### src/rtl/refresh_pkg.sv
package refresh_pkg;

    typedef enum logic [2:0] {
        CMD_NOP     = 3'd0,
        CMD_CLOSE   = 3'd1,
        CMD_PRE     = 3'd2,
        CMD_ACT     = 3'd3,
        CMD_RESTORE = 3'd4
    } bank_cmd_e;

    typedef enum logic [2:0] {
        ST_IDLE,
        ST_CLOSE_OLD,
        ST_PRECHARGE,
        ST_ACTIVATE,
        ST_RESTORE,
        ST_CLOSE_NEW
    } seq_state_e;

    // Cycles between row refreshes; never less than one.
    function automatic int unsigned row_interval(
        input longint unsigned clk_hz,
        input longint unsigned window_ns,
        input int unsigned     row_bits
    );
        longint unsigned rows;
        longint unsigned raw;
        rows = 64'd1 << row_bits;
        raw  = (clk_hz * window_ns) / (64'd1_000_000_000 * rows);
        if (raw < 64'd1) begin
            return 1;
        end
        return int'(raw);
    endfunction

endpackage

### src/rtl/refresh_timer.sv
module refresh_timer #(
    parameter int unsigned INTERVAL = 97,
    parameter int unsigned OWED_MAX = 7
) (
    input  logic clk,
    input  logic rst_n,
    input  logic take_i,
    output logic pending_o
);
    localparam int unsigned CW = (INTERVAL > 1) ? $clog2(INTERVAL) : 1;
    localparam int unsigned OW = $clog2(OWED_MAX + 1);

    typedef struct packed {
        logic [CW-1:0] cnt;
        logic [OW-1:0] owed;
    } timer_t;

    timer_t st_q, st_d;
    logic   tick;

    always_comb begin
        st_d = st_q;
        tick = (st_q.cnt == CW'(INTERVAL - 1));
        if (tick) begin
            st_d.cnt = '0;
        end else begin
            st_d.cnt = st_q.cnt + 1'b1;
        end
        if (tick && !take_i) begin
            if (st_q.owed != OW'(OWED_MAX)) begin
                st_d.owed = st_q.owed + 1'b1;
            end
        end else if (!tick && take_i) begin
            st_d.owed = st_q.owed - 1'b1;
        end
    end

    always_ff @(posedge clk) begin
        if (!rst_n) begin
            st_q <= '0;
        end else begin
            st_q <= st_d;
        end
    end

    assign pending_o = (st_q.owed != '0);

    AST_TAKE_NEEDS_DEBT: assert property (@(posedge clk) disable iff (!rst_n)
        take_i |-> pending_o);

    AST_DEBT_KEPT: assert property (@(posedge clk) disable iff (!rst_n)
        (pending_o && !take_i) |=> pending_o);

endmodule

### src/rtl/refresh_row_ctr.sv
module refresh_row_ctr #(
    parameter int unsigned ROW_BITS = 16
) (
    input  logic                clk,
    input  logic                rst_n,
    input  logic                advance_i,
    output logic [ROW_BITS-1:0] row_o
);
    typedef struct packed {
        logic [ROW_BITS-1:0] row;
    } rowc_t;

    rowc_t st_q, st_d;

    always_comb begin
        st_d = st_q;
        if (advance_i) begin
            st_d.row = st_q.row + 1'b1;
        end
    end

    always_ff @(posedge clk) begin
        if (!rst_n) begin
            st_q <= '0;
        end else begin
            st_q <= st_d;
        end
    end

    assign row_o = st_q.row;

    AST_ROW_HOLD: assert property (@(posedge clk) disable iff (!rst_n)
        !advance_i |=> $stable(row_o));

    AST_ROW_WRAP: assert property (@(posedge clk) disable iff (!rst_n)
        (advance_i && (row_o == {ROW_BITS{1'b1}})) |=> (row_o == '0));

endmodule

### src/rtl/refresh_fsm.sv
module refresh_fsm
    import refresh_pkg::*;
#(
    parameter int unsigned RESTORE_CYC = 4
) (
    input  logic      clk,
    input  logic      rst_n,
    input  logic      pending_i,
    input  logic      gnt_i,
    input  logic      bank_open_i,
    output logic      req_o,
    output logic      take_o,
    output bank_cmd_e cmd_o,
    output logic      done_o
);
    localparam int unsigned RW = $clog2(RESTORE_CYC + 1);

    typedef struct packed {
        seq_state_e    state;
        logic [RW-1:0] hold;
    } fsm_t;

    fsm_t st_q, st_d;

    always_comb begin
        st_d   = st_q;
        req_o  = (st_q.state == ST_IDLE) && pending_i;
        take_o = req_o && gnt_i;
        cmd_o  = CMD_NOP;
        done_o = 1'b0;
        unique case (st_q.state)
            ST_IDLE: begin
                if (take_o) begin
                    st_d.state = bank_open_i ? ST_CLOSE_OLD : ST_PRECHARGE;
                end
            end
            ST_CLOSE_OLD: begin
                cmd_o      = CMD_CLOSE;
                st_d.state = ST_PRECHARGE;
            end
            ST_PRECHARGE: begin
                cmd_o      = CMD_PRE;
                st_d.state = ST_ACTIVATE;
            end
            ST_ACTIVATE: begin
                cmd_o      = CMD_ACT;
                st_d.state = ST_RESTORE;
                st_d.hold  = RW'(RESTORE_CYC - 1);
            end
            ST_RESTORE: begin
                cmd_o = CMD_RESTORE;
                if (st_q.hold == '0) begin
                    st_d.state = ST_CLOSE_NEW;
                end else begin
                    st_d.hold = st_q.hold - 1'b1;
                end
            end
            ST_CLOSE_NEW: begin
                cmd_o      = CMD_CLOSE;
                done_o     = 1'b1;
                st_d.state = ST_IDLE;
            end
            default: begin
                st_d.state = ST_IDLE;
            end
        endcase
    end

    always_ff @(posedge clk) begin
        if (!rst_n) begin
            st_q <= '{state: ST_IDLE, hold: '0};
        end else begin
            st_q <= st_d;
        end
    end

    AST_ACT_AFTER_PRE: assert property (@(posedge clk) disable iff (!rst_n)
        (cmd_o == CMD_ACT) |-> ($past(cmd_o) == CMD_PRE));

    AST_RESTORE_ORDER: assert property (@(posedge clk) disable iff (!rst_n)
        ((cmd_o == CMD_RESTORE) && ($past(cmd_o) != CMD_RESTORE)) |-> ($past(cmd_o) == CMD_ACT));

    AST_DONE_ONE_CYCLE: assert property (@(posedge clk) disable iff (!rst_n)
        done_o |=> !done_o);

    AST_NO_REQ_BUSY: assert property (@(posedge clk) disable iff (!rst_n)
        (cmd_o != CMD_NOP) |-> !req_o);

    AST_REQ_UNTIL_GNT: assert property (@(posedge clk) disable iff (!rst_n)
        (req_o && !gnt_i) |=> req_o);

endmodule

### src/rtl/refresh_seq.sv
module refresh_seq
    import refresh_pkg::*;
#(
    parameter longint unsigned CLK_HZ      = 100_000_000,
    parameter longint unsigned WINDOW_NS   = 64_000_000,
    parameter int unsigned     ROW_BITS    = 16,
    parameter int unsigned     RESTORE_CYC = 4,
    parameter int unsigned     OWED_MAX    = 7
) (
    input  logic                clk,
    input  logic                rst_n,
    input  logic                gnt,
    input  logic                bank_open,
    output logic                req,
    output logic [2:0]          cmd,
    output logic [ROW_BITS-1:0] row,
    output logic                done
);
    localparam int unsigned INTERVAL = row_interval(CLK_HZ, WINDOW_NS, ROW_BITS);

    logic      pending;
    logic      take;
    bank_cmd_e cmd_e;

    refresh_timer #(
        .INTERVAL (INTERVAL),
        .OWED_MAX (OWED_MAX)
    ) u_timer (
        .clk       (clk),
        .rst_n     (rst_n),
        .take_i    (take),
        .pending_o (pending)
    );

    refresh_fsm #(
        .RESTORE_CYC (RESTORE_CYC)
    ) u_fsm (
        .clk         (clk),
        .rst_n       (rst_n),
        .pending_i   (pending),
        .gnt_i       (gnt),
        .bank_open_i (bank_open),
        .req_o       (req),
        .take_o      (take),
        .cmd_o       (cmd_e),
        .done_o      (done)
    );

    refresh_row_ctr #(
        .ROW_BITS (ROW_BITS)
    ) u_rows (
        .clk       (clk),
        .rst_n     (rst_n),
        .advance_i (done),
        .row_o     (row)
    );

    assign cmd = cmd_e;

    AST_ROW_STEP: assert property (@(posedge clk) disable iff (!rst_n)
        done |=> (row == ROW_BITS'($past(row) + 1'b1)));

    AST_ROW_STABLE_SEQ: assert property (@(posedge clk) disable iff (!rst_n)
        ((cmd != 3'd0) && ($past(cmd) != 3'd0)) |-> $stable(row));

    AST_GNT_IGNORED: assert property (@(posedge clk) disable iff (!rst_n)
        ((cmd == 3'd0) && !req) |=> (cmd == 3'd0));

endmodule

### config.mk
export PLATFORM = sky130hd
export DESIGN_NAME = refresh_seq
export DESIGN_NICKNAME = d
export VERILOG_FILES = /design/src/rtl/refresh_pkg.sv /design/src/rtl/refresh_timer.sv /design/src/rtl/refresh_row_ctr.sv /design/src/rtl/refresh_fsm.sv /design/src/rtl/refresh_seq.sv
export SDC_FILE = /design/constraint.sdc
export NUM_CORES = 1
export LEC_CHECK = 0
export ABC_AREA = 1
export BUFFER_PORTS_ARGS = -buffer_cell sky130_fd_sc_hd__buf_4
export CORE_MARGIN = 1
export CORE_UTILIZATION = 50
export DETAILED_ROUTE_END_ITERATION = 10
export GPL_TIMING_DRIVEN = 0
export PLACE_DENSITY = 0.71
export SKIP_CTS_REPAIR_TIMING = 1
export SYNTH_ARGS = -nofsm -noshare
export SYNTH_HDL_FRONTEND = slang
export SYNTH_SLANG_ARGS = --single-unit
### constraint.sdc
create_clock -name clk -period 5.16 [get_ports clk]
set_clock_uncertainty 0.2 [all_clocks]
set_input_delay 0.774 -clock clk [delete_from_list [all_inputs] [get_ports clk]]
set_output_delay 0.774 -clock clk [all_outputs]
set_load 0.05 [all_outputs]
==> flow_summary.toml, run 1 <==
[synthesis]
async_reset_ff_share_pct = 0
ys.flop_type = "dfxtp_1"
synth_area_mm2 = 0.00174
yosysSeqAreaShare_pct = 36.8
netlist_top_cells_area = "dfxtp_1, nand2_1, inv_1"
synth_top_area_cell = "dfxtp_1"
synth.most_common_cell = "nand2_1"
yosysUniqueCellTypes = 30
ys_ff_latch = 32
synthCells = 250
synthesis.area_per_instance_um2 = 6.97
synth_edf_count = 0
yosys_warnings = 0
synth_top_area_share_pct = 36.8
syn_nets = 260
ys_top_cells_by_count = "nand2_1, inv_1, nor2_1"

[grt]
grt_pass1_wl_mm = 5.43
grt_pass1_vias = 1350
antenna_found_initial = 0
grt_overflow = 0
grt_max_degree = 11
track_usage_pct = 19.9

[timing]
post-route-min-period_ps = 2330
timing_hold_violations_final = 0
worst_slew_pin_slew_ps = 283
setup_violations = 0
fmax_ghz = 0.429
rsz0062_at_grt = "false"
relSlewSlack_pct = 81.0
fin_crit_sh_pct = 45.2
slew_violations = 0
fin_setup_tns_ps = 0

[power]
finalPower_mw = 0.546
p_leak_nw = 0.894
p_per_area_mw_per_mm2 = 272
ir_drop_v = 0.000256

[clock_tree]
clkSinkCount = 32
clock_path_buffers = 2
clk_root_buffer_cell = "clkbuf_4"
clock_latency_ps = 330
htreeDepth = 2
cts_tree = "built"
cts_buffers = 5
cts.clk_slew.worst_paths_ps = 80

[place]
place.gp.congestion = 0.760
dp.cells = 319
place_hpwl_mm = 2.53
place.port_buffers = 23

[setup_path]
worstPathCellList = "inv_1 > nand2_1 > nor2_1 > buf_4"
end_kind = "output port"
worst-path-buf-inv = 2
cpLargestDelayFamily = "flip-flops"
max_stage_delay_ps = 380
slowest_stage = "dfxtp_1"
cp.required_ps = 4190
critPathArrivalTime_ps = 1360
worst-path-max-fanout = 6
worstSetupPathType = "register to output port"
start_kind = "register"

[route]
wire_per_inst_um = 9.96
drc = 0
drt_wl_total_mm = 3.23
ant_nets = 0
first_iter_violations = 90
routed_via_density = 4.89
via_count = 1585
firstDrtPassIters = 4

[min_path]
hp-class = "register to register"

[floorplanning]
core_mm2 = 0.00334
die_h_um = 61.0
start_util_pct = 52.2
io_pins = 25
num_rows = 21
die_w_um = 61.0
die_area_mm2 = 0.00372

[layout]
postLayoutCoreUtil_pct = 60.2
diodes = 0
drive_gt1_share_pct = 15.5
fin_cells = 324
nets = 290
synthToLayoutAreaGrowth_pct = 15.4

[outcome]
status = "finished, final reports clean"

[flow_run]
drv_cap = 0
cells by family after synthesis:
kind of cell | synth area share (%)
xor gates and xnor gates | 1.01
DFF | 36.8
adders and majority gates | 4.74
and+or+nand+nor | 35.7
AOI/OAI and AO/OA | 10.5
buffers and inverters | 11.3
final cells by class:
type                       instances  area, um2
multi-input combinational        174        905
clock buffer                       5       37.5
tap                               46       57.6
buffer                             2       33.8
inverter                          42        163
timing repair buffer              23        173
fill                             326       1330
sequential                        32        641
state kept, by name (all words and copies together) (netlist names):
signal        flops
u_rows.row_o     16
u_timer.st_q     10
u_fsm.st_q        6
stage by stage:
step                      setup slack, ps  hold WS [ps]  cell area, um2
after floorplan                      2950           230            1740
after global placement               2940           246            1970
after detailed placement             2960           251            1970
after CTS                            2830           273            2010
after global routing                 2710           306            2010
final                                2830           267            2010
worst reg2reg max path: stages, from the launching register on:
cell	delay (ps)
dfxtp_1	430
inv_1	100
nand2_1	100
nor2_1	70
nand3_1	130
nand2_1	80
fa_1	390
inv_1	70
nand4_1	120
a21oi_1	160
nor2_1	60
power breakdown:
group          switching [mW]  internal, mW
registers              0.0140         0.260
clock network          0.0770        0.0454
logic                  0.0996        0.0494
total                   0.191         0.355
routing by layer:
metal | wire length, um | up-vias | global-route usage, %
met5 | 0 | - | 0
met4 | 49 | 0 | 6.82
met3 | 127 | 5 | 6.30
met2 | 1630 | 25 | 35.6
met1 | 1420 | 707 | 22.4
li1 | - | 848 | -
placed cells by master (no fill, tap or decap), drive strengths merged:
master / instances
nand2: 59
xor2: 2
o21bai: 1
buf: 24
nor3b: 3
a211oi: 1
inv: 41
nor3: 5
a31oi: 3
nor2: 40
nand3b: 2
clkbuf: 6
a21oi: 17
clkinv: 1
o21ai: 12
dfxtp: 32
nand4: 3
nand3: 20
ha: 5
fa: 1
worst paths after layout:
check | depth (start not counted) | to | start | slack (ps)
setup / recovery | 4 | req | u_fsm.st_q[5]$_SDFFE_PN0P_ | 2830
setup reg to reg | 10 | u_timer.st_q[2]$_SDFFE_PN0P_ | u_fsm.st_q[3]$_SDFFE_PN0P_ | 3150
hold / removal | 1 | u_timer.st_q[3]$_SDFF_PP0_ | u_timer.st_q[3]$_SDFF_PP0_ | 270
hold reg to reg | 1 | u_timer.st_q[3]$_SDFF_PP0_ | u_timer.st_q[3]$_SDFF_PP0_ | 270
(Power assumes the default switching activity.)
==> run 2, diff against run 1 <==
--- a/config.mk
+++ b/config.mk
@@ -5,13 +5,13 @@
 export SDC_FILE = /design/constraint.sdc
 export NUM_CORES = 1
 export LEC_CHECK = 0
-export ABC_AREA = 1
+export ABC_AREA = 0
 export BUFFER_PORTS_ARGS = -buffer_cell sky130_fd_sc_hd__buf_4
 export CORE_MARGIN = 1
 export CORE_UTILIZATION = 50
 export DETAILED_ROUTE_END_ITERATION = 10
 export GPL_TIMING_DRIVEN = 0
-export PLACE_DENSITY = 0.71
+export PLACE_DENSITY = 0.72
 export SKIP_CTS_REPAIR_TIMING = 1
 export SYNTH_ARGS = -nofsm -noshare
 export SYNTH_HDL_FRONTEND = slang
==> constraint.sdc (replaced) <==
create_clock -name clk -period 2.4 [get_ports clk]
set_clock_uncertainty 0.2 [all_clocks]
set_input_delay 0.36 -clock clk [delete_from_list [all_inputs] [get_ports clk]]
set_output_delay 0.36 -clock clk [all_outputs]
set_load 0.05 [all_outputs]
==> run 2 against run 1 <==
Combinational power grew to 3.0 times the previous value. Critical path depth increased by 4. Cell count decreased by 28%. Utilization is 6.0 points higher. Sequential power rose by 130%. Area after synthesis is 15% lower. Flip-flop and latch count unchanged. Critical endpoint is now u_timer.st_q[2]$_SDFFE_PN0P_. Largest power group unchanged.
==> flow_summary.toml, run 2 <==
[layout]
fin_cells = 232
final_common_cell = "dfxtp_1"
diodes = 0
multi_input_area_um2 = 828
nets = 210
largest_reg_flops = 16
fin_area_mm2 = 0.00184
postLayoutCoreUtil_pct = 66.2
fill_cells = 230
layout_common_cells = "dfxtp_1, nor2_1, buf_4"
seqCellArea_um2 = 642
synthToLayoutAreaGrowth_pct = 23.7
drive_gt1_share_pct = 25.9

[outcome]
status = "finished, final reports clean"

[setup_path]
cpLargestDelayFamily = "simple AND/OR/NAND/NOR gates"
r2r_setup_slack_ps = 30
end_kind = "register"
worst-path-buf-inv = 1
slowest_stage = "or4b_4"
cp.required_ps = 2400
reg2reg_depth = 8
crit_top_cell = "a211oi_2"
r2r-end = "u_timer.st_q[2]$_SDFFE_PN0P_"
max_stage_delay_ps = 550
critPathArrivalTime_ps = 2370
worstPathCellList = "or4b_4 > or2_4 > and2_4 > inv_2 > fa_2 > nor3_4 > a211oi_2 > a211oi_2"
worst-path-max-fanout = 7
worstSetupPathType = "register to register"
r2r-start = "u_fsm.st_q[3]$_SDFFE_PN0P_"
start_kind = "register"

[clock_tree]
clock_latency_ps = 320
clk_root_buffer_cell = "clkbuf_4"
cts_tree = "built"
clock_path_buffers = 2
clkSinkCount = 32
cts_buffers = 5
htreeDepth = 2
cts.clk_slew.worst_paths_ps = 100

[synthesis]
synth_top_area_cell = "dfxtp_1"
async_reset_ff_share_pct = 0
netlist_top_cells_area = "dfxtp_1, xor2_1, nor2_1"
synthCells = 167
ys.flop_type = "dfxtp_1"
ys_ff_latch = 32
synthesis.area_per_instance_um2 = 8.92
syn_nets = 177
yosys_warnings = 0
yosysSeqAreaShare_pct = 43.0
synth_edf_count = 0
synth_top_area_share_pct = 43.0
ys_top_cells_by_count = "dfxtp_1, nor2_1, xor2_1"
synth_area_mm2 = 0.00149
synth.most_common_cell = "dfxtp_1"
yosysUniqueCellTypes = 37

[grt]
grt_overflow = 0
grt_max_degree = 11
track_usage_pct = 18.3
antenna_found_initial = 0
grt_pass1_vias = 1130
grt_pass1_wl_mm = 4.64

[timing]
worst_slew_pin_slew_ps = 468
finalWorstSetupSlack_ps = 25.1
post-route-min-period_ps = 2370
relSlewSlack_pct = 68.8
fmax_ghz = 0.421
setup_violations = 0
fin_crit_sh_pct = 99.0
fin_setup_tns_ps = 0
timing_hold_violations_final = 0
slew_violations = 0
whs_ps = 107

[place]
postPlaceCellArea_mm2 = 0.00171
place_hpwl_mm = 2.02
place.port_buffers = 24
dp.cells = 222
place.gp.congestion = 0.781
place_ws_ps = -317

[floorplanning]
core_mm2 = 0.00278
start_util_pct = 53.5
die_h_um = 56.6
die_w_um = 56.6
die_area_mm2 = 0.00320
num_rows = 19
io_pins = 25

[route]
drc = 0
wire_per_inst_um = 12.3
firstDrtPassIters = 4
routed_via_density = 5.37
drt_wl_total_mm = 2.86
first_iter_violations = 56
via_count = 1245
ant_nets = 0

[min_path]
hp-class = "primary input to register"
hold_start = "rst_n"
hold_depth = 2
holdPathEnd = "u_fsm.st_q[5]$_SDFFE_PN0P_"

[power]
p_per_area_mw_per_mm2 = 808
p_leak_nw = 0.776
finalPower_mw = 1.49
ir_drop_v = 0.000674

[flow_run]
drv_cap = 0
## run 2: changes by cell type in the layout (fill, tap and decap cells not counted), sizes merged, moves of 4 or more
cell and change:
inv -34, nand2 -48, nor2 -11, nand3 -10, xnor2 +5, clkbuf +4, and3 +6, xor2 +14
a21oi -16, buf +5, o21ai -7
## run 2: worst max-delay path by stage
stage                                           from                            to  slack (ps)  cells past startpoint
final                     u_fsm.st_q[3]$_SDFFE_PN0P_  u_timer.st_q[2]$_SDFFE_PN0P_          30                      8
after global routing      u_timer.st_q[3]$_SDFF_PP0_  u_timer.st_q[2]$_SDFFE_PN0P_         -30                     10
after CTS                 u_timer.st_q[3]$_SDFF_PP0_  u_timer.st_q[2]$_SDFFE_PN0P_        -370                     10
after detailed placement  u_timer.st_q[3]$_SDFF_PP0_  u_timer.st_q[2]$_SDFFE_PN0P_        -320                     10
after global placement    u_timer.st_q[3]$_SDFF_PP0_  u_timer.st_q[2]$_SDFFE_PN0P_        -180                     10
after floorplan           u_timer.st_q[3]$_SDFF_PP0_  u_timer.st_q[2]$_SDFFE_PN0P_          30                     10
## run 2: logic make-up (layout without fill, tap and decap cells)
| kind of cell | Yosys count | count (layout) | synth area share [%] |
|---|---|---|---|
| XOR/XNOR | 21 | 21 | 12.4 |
| AO/OA/AOI/OAI | 14 | 14 | 6.39 |
| flip-flops | 32 | 32 | 43.0 |
| buffers and inverters | 14 | 48 | 4.12 |
| multiplexers | 2 | 2 | 1.34 |
| adder cells (fa/ha/maj) | 6 | 6 | 5.55 |
| AND/OR/NAND/NOR | 78 | 78 | 27.2 |
## run 2: metal layers
metal / track usage (%) / routed length (um) / vias to the layer above
li1: - / - / 629
met1: 21.6 / 1280 / 595
met2: 32.1 / 1450 / 17
met3: 4.38 / 89 / 4
met4: 6.27 / 32 / 0
met5: 0 / 0 / -
## run 2: layout make-up
cell class	count	share of cell area, %
Clock buffer	6	2.24
Inverter	7	1.43
Multi-Input combinational cell	121	45.0
Tap cell	31	2.11
Timing Repair Buffer	28	11.4
Sequential cell	32	34.9
Clock inverter	2	1.90
Buffer	5	1.09
## run 2: where the power goes
group | switching (mW) | internal (mW) | leakage, nW
Combinational | 0.269 | 0.184 | 0.475
Clock | 0.178 | 0.218 | 0.0422
Sequential | 0.0664 | 0.573 | 0.259
Total | 0.513 | 0.976 | 0.776
## run 2: worst register-to-register path, stage by stage, from the launching register on
cell and delay [ps]:
dfxtp_1 380, or4b_4 550, or2_4 300, and2_4 150
inv_2 50, fa_2 260, nor3_4 60, a211oi_2 250
a211oi_2 70
